## config.mk

```make
export PLATFORM = sky130hd
export DESIGN_NAME = soft_irq_unit
export DESIGN_NICKNAME = d
export VERILOG_FILES = /design/src/rtl/soft_irq_pkg.sv /design/src/rtl/soft_irq_ctl.sv /design/src/rtl/soft_irq_mask.sv /design/src/rtl/soft_irq_dp.sv /design/src/rtl/soft_irq_unit.sv
export SDC_FILE = /design/constraint.sdc
export NUM_CORES = 1
export LEC_CHECK = 0
export BUFFER_PORTS_ARGS = -buffer_cell sky130_fd_sc_hd__buf_2
export CAP_MARGIN = 20
export CORE_MARGIN = 4
export CORE_UTILIZATION = 43
export DETAILED_ROUTE_END_ITERATION = 16
export PLACE_DENSITY_LB_ADDON = 0.08
export REMOVE_ABC_BUFFERS = 1
export SLEW_MARGIN = 25
export SYNTH_ARGS = -nofsm -noshare
export SYNTH_HDL_FRONTEND = slang
export SYNTH_SLANG_ARGS = --single-unit
```

## constraint.sdc

```tcl
create_clock -name clk -period 2.65 [get_ports clk]
set_clock_uncertainty 0.2 [all_clocks]
set_input_delay 0.1325 -clock clk [delete_from_list [all_inputs] [get_ports clk]]
set_output_delay 0.1325 -clock clk [all_outputs]
set_load 0.1 [all_outputs]
```

## src/rtl/soft_irq_pkg.sv

```systemverilog
package soft_irq_pkg;

  typedef enum logic [1:0] {
    WR_DIRECT = 2'd0,
    WR_SET    = 2'd1,
    WR_CLEAR  = 2'd2,
    WR_RSVD   = 2'd3
  } wr_sel_e;

  // Strobes from control to datapath, at most one software alias active
  typedef struct packed {
    logic ldDirect;
    logic orSet;
    logic andClr;
    logic ldLvl;
    logic tickHit;
    logic stickHit;
  } strobe_t;

endpackage

```

## src/rtl/soft_irq_ctl.sv

```systemverilog
module soft_irq_ctl
  import soft_irq_pkg::*;
(
  input  logic       wrEn,
  input  logic [1:0] wrSel,
  input  logic       lvlWrEn,
  input  logic [1:0] tmrSet,
  output strobe_t    strb
);

  wr_sel_e selCode;

  assign selCode = wr_sel_e'(wrSel);

  always_comb begin
    strb = '0;
    if (wrEn) begin
      case (selCode)
        WR_DIRECT: strb.ldDirect = 1'b1;
        WR_SET:    strb.orSet    = 1'b1;
        WR_CLEAR:  strb.andClr   = 1'b1;
        default:   ;
      endcase
    end
    strb.ldLvl    = lvlWrEn;
    strb.tickHit  = tmrSet[0];
    strb.stickHit = tmrSet[1];
  end

endmodule

```

## src/rtl/soft_irq_mask.sv

```systemverilog
module soft_irq_mask #(
  parameter int LINES     = 17,
  parameter int LVL_W     = 4,
  parameter int HI_THRESH = 14
) (
  input  logic [LINES-1:0] reqBits,
  input  logic [LVL_W-1:0] lvl,
  output logic [LINES-1:0] pend
);

  localparam int TOP_BIT = LINES - 1;

  logic [31:0] lvlExt;
  logic        belowHi;

  assign lvlExt  = 32'(lvl);
  assign belowHi = (lvlExt < 32'(HI_THRESH));

  for (genvar i = 0; i < LINES; i++) begin : g_line
    if (i == 0 || i == TOP_BIT) begin : g_edge
      assign pend[i] = reqBits[i] & belowHi;
    end else begin : g_mid
      assign pend[i] = reqBits[i] & (lvlExt < 32'(i));
    end
  end

endmodule

```

## src/rtl/soft_irq_dp.sv

```systemverilog
module soft_irq_dp
  import soft_irq_pkg::*;
#(
  parameter int DATA_W    = 64,
  parameter int LINES     = 17,
  parameter int LVL_W     = 4,
  parameter int HI_THRESH = 14
) (
  input  logic              clk,
  input  logic              rstN,
  input  strobe_t           strb,
  input  logic [LINES-1:0]  wrLow,
  input  logic [LVL_W-1:0]  lvlWrData,
  output logic [DATA_W-1:0] rdData,
  output logic [LINES-1:0]  pendVec
);

  localparam int TOP_BIT = LINES - 1;

  logic [LINES-1:0] regQ, swNext, tmrMask, regNext, pendNext;
  logic [LVL_W-1:0] lvlQ, lvlNext;

  always_comb begin
    if (strb.ldDirect)      swNext = wrLow;
    else if (strb.orSet)    swNext = regQ | wrLow;
    else if (strb.andClr)   swNext = regQ & ~wrLow;
    else                    swNext = regQ;
  end

  always_comb begin
    tmrMask          = '0;
    tmrMask[0]       = strb.tickHit;
    tmrMask[TOP_BIT] = strb.stickHit;
  end

  // timer strobes win over a same-cycle clear
  assign regNext = swNext | tmrMask;
  assign lvlNext = strb.ldLvl ? lvlWrData : lvlQ;

  soft_irq_mask #(
    .LINES(LINES), .LVL_W(LVL_W), .HI_THRESH(HI_THRESH)
  ) u_mask (
    .reqBits(regNext),
    .lvl    (lvlNext),
    .pend   (pendNext)
  );

  always_ff @(posedge clk or negedge rstN) begin
    if (!rstN) begin
      regQ    <= '0;
      lvlQ    <= '0;
      pendVec <= '0;
    end else begin
      regQ    <= regNext;
      lvlQ    <= lvlNext;
      pendVec <= pendNext;
    end
  end

  assign rdData = {{(DATA_W-LINES){1'b0}}, regQ};

endmodule

```

## src/rtl/soft_irq_unit.sv

```systemverilog
module soft_irq_unit
  import soft_irq_pkg::*;
#(
  parameter int DATA_W    = 64,
  parameter int LINES     = 17,
  parameter int LVL_W     = 4,
  parameter int HI_THRESH = 14
) (
  input  logic              clk,
  input  logic              rstN,
  input  logic              wrEn,
  input  logic [1:0]        wrSel,
  input  logic [DATA_W-1:0] wrData,
  input  logic              lvlWrEn,
  input  logic [LVL_W-1:0]  lvlWrData,
  input  logic [1:0]        tmrSet,
  output logic [DATA_W-1:0] rdData,
  output logic [LINES-1:0]  pendVec
);

  strobe_t strb;
  logic    wrDataUnused;

  assign wrDataUnused = ^wrData[DATA_W-1:LINES];

  soft_irq_ctl u_ctl (
    .wrEn   (wrEn),
    .wrSel  (wrSel),
    .lvlWrEn(lvlWrEn),
    .tmrSet (tmrSet),
    .strb   (strb)
  );

  soft_irq_dp #(
    .DATA_W(DATA_W), .LINES(LINES), .LVL_W(LVL_W), .HI_THRESH(HI_THRESH)
  ) u_dp (
    .clk      (clk),
    .rstN     (rstN),
    .strb     (strb),
    .wrLow    (wrData[LINES-1:0]),
    .lvlWrData(lvlWrData),
    .rdData   (rdData),
    .pendVec  (pendVec)
  );

endmodule

```

==> flow_metrics.py <==
metrics = {
    "clocking": {
        "cts_buffers": 5,
        "clkTransAtPathRegs_ps": 70,
        "post_cts_resized": 0,
        "cts-root-buf": "clkbuf_8",
        "cts.path.max_buffers": 2,
        "htree_levels": 2,
        "clk_latency_ps": 280,
        "cts_tree": "built",
        "cts_setup_buffers": 0,
        "ctsHoldBuffers": 21,
        "cts.sinks": 38,
    },
    "finish": {
        "area_growth_pct": 21.95,
        "fin_area_um2": 2467,
        "final_cells": 346,
        "diodes": 0,
        "drive_gt1_frac": 0.2585,
        "final_common_cell": "buf_2",
        "fillers": 418,
        "layout_common_cells": "buf_2, conb_1, dfrtp_1",
        "fin_nets": 371,
        "fin_util": 0.5552,
    },
    "worst_setup_path": {
        "crit_start": "tmrSet[0]",
        "cp.depth": 5,
        "critPathBufInv": 3,
        "critPathCapture": "u_dp.pendVec[0]",
        "r2r_cells": 3,
        "path_delay_family": "buffers and inverters",
        "rrSetupSlack_ps": 1250,
        "worstPathRequired_ps": 2600,
        "cp_slowest_cell": "dlygate4sd3_1",
        "end_kind": "register",
        "crit_chain": "dlygate4sd3_1 -> buf_2 -> a21oi_1 -> dlygate4sd3_1 -> a21oi_1",
        "startpoint_type": "primary input",
        "crit_fanout": 2,
        "critical_path_class": "primary input to register",
        "crit_arrival_ps": 1520,
        "slowest_delay_ps": 580,
        "crit-reg2reg-launch": "u_dp.lvlQ[2]",
        "r2r-end": "u_dp.pendVec[2]",
    },
    "pwr": {
        "power_frac_comb": 0.498,
        "power_density_nw_per_um2": 857.4,
        "p_switching_mw": 1.130,
        "swShare": 0.5344,
        "p_total_mw": 2.115,
        "pwr-share-clk": 0.180,
        "seq_power_share": 0.322,
        "p_int_mw": 0.9850,
        "vdd_drop_max_mv": 0.3793,
        "p_leak_nw": 1.270,
    },
    "route": {
        "wl_per_cell_um": 13.01,
        "num_vias": 1598,
        "first_iter_violations": 64,
        "wl_um": 4500,
        "via_per_inst": 4.618,
        "ant_nets": 0,
        "firstDrtPassIters": 4,
        "drc": 0,
    },
    "global_routing": {
        "first_global_vias": 1630,
        "antenna_found_initial": 0,
        "track_usage": 0.1642,
        "grt_overflow": 0,
        "grt_pass1_wl_um": 7714,
        "grt_max_degree": 39,
    },
    "sta": {
        "finalMaxSlewViolations": 0,
        "hold_ws_ps": 27.04,
        "fin_crit_ps": 1573,
        "hold_viol_final": 0,
        "rsz0062_at_grt": "false",
        "fin_setup_tns_ps": 0,
        "final.period_utilization": 0.5934,
        "setup_slack_ps": 1077,
        "tightest_slew_ps": 820.1,
        "fmax_mhz": 635.9,
        "setup_viol": 0,
        "maxSlewHeadroom": 0.4532,
    },
    "floorplan": {
        "ioPinCount": 157,
        "fp-row-count": 24,
        "die_w_um": 76.60,
        "dieArea_um2": 5867,
        "die_h_um": 76.60,
        "core_area_um2": 4444,
        "start_util": 0.4552,
    },
    "flow_run": {
        "max_cap_viol_count": 0,
    },
    "placed_design": {
        "preCtsSetupSlack_ps": 1006,
        "place_area_um2": 2175,
        "dp_hpwl_um": 3166,
        "portBuffers": 62,
        "dp.cells": 319,
        "routabilityCongestion": 0.7952,
    },
    "synth": {
        "ys_types": 32,
        "synthArstFlopShare": 1.000,
        "synth_edf_count": 0,
        "yosys_warnings": 0,
        "netlist_area_um2": 2023,
        "ys_seq_elements": 38,
        "synth_seq_area_share": 0.4700,
        "ys.flop_type": "dfrtp_1",
        "synth_cells": 211,
        "syn_area_per_cell_um2": 9.589,
    },
    "min_path": {
        "hp-class": "primary input to register",
    },
    "status": {
        "status": "finished, final reports clean",
    },
}
worst register-to-register path: cells and delay by family, from the launching register on:
family | cells | cell delay [ps]
compound gates | 2 | 550
flops | 1 | 440
simple gates | 1 | 70
cell families after synthesis:
logic type,after synthesis,synth area share
AO/OA/AOI/OAI,44,0.1360
buffers and inverters,55,0.2035
flip-flops,38,0.4700
multiplexers,3,0.02164
other,1,0.001854
AND/OR/NAND/NOR,70,0.1670
flip-flops by register name, indices dropped and copies added, names as in the netlist:
| signal | flops |
|---|---|
| u_dp.pendVec | 17 |
| u_dp.regQ | 17 |
| u_dp.lvlQ | 4 |
per-layer routing:
metal,global-route usage,vias to the layer above,share of wire
met3,0.05674,4,0.092
li1,-,776,-
met5,0,-,0
met1,0.2018,729,0.42
met4,0.04891,0,0.0093
met2,0.2715,89,0.48
cell type report:
type / count / area, µm² / share of cell area
Sequential cell: 38 / 950.9 / 0.3854
Timing Repair Buffer: 84 / 528.0 / 0.2140
Multi-Input combinational cell: 164 / 833.3 / 0.3377
Clock buffer: 6 / 82.58 / 0.03347
Inverter: 2 / 7.507 / 0.003043
Tap cell: 52 / 65.06 / 0.02637
worst min-delay path by stage:
| stage | from | end | slack (ps) | depth (start not counted) |
|---|---|---|---|---|
| after floorplan | rstN | u_dp.lvlQ[0] | -360 | 0 |
| after global placement | rstN | u_dp.regQ[9] | 90 | 1 |
| after detailed placement | rstN | u_dp.regQ[9] | 80 | 1 |
| after CTS | lvlWrData[2] | u_dp.lvlQ[2] | 20 | 3 |
| after global routing | lvlWrData[3] | u_dp.lvlQ[3] | 60 | 3 |
| final | lvlWrData[2] | u_dp.lvlQ[2] | 30 | 3 |
power groups by stage:
stage	logic (mW)	registers (mW)	clock network, mW
floorplan	0.395	1.18	0
global placement	1.03	0.692	0
detailed placement	1.03	0.691	0
CTS	1.06	0.681	0.397
global route	1.09	0.691	0.426
finish	1.05	0.680	0.381
synth_stat cells, types with 2 or more instances:
library cell  instances  share of area
nand2_1              37          0.069
nand2b_1              2         0.0062
a22oi_1               2         0.0074
o21ai_1               3         0.0074
nor2b_1              19          0.059
a211oi_1              3          0.011
nor3_1                2         0.0049
buf_4                48           0.18
nand3_1               2         0.0049
nor2_1                4         0.0074
a21oi_1              15          0.037
o21ai_0              15          0.037
buf_6                 3          0.017
dfrtp_1              38           0.47
Note: power is estimated with default switching activity, not from simulation.
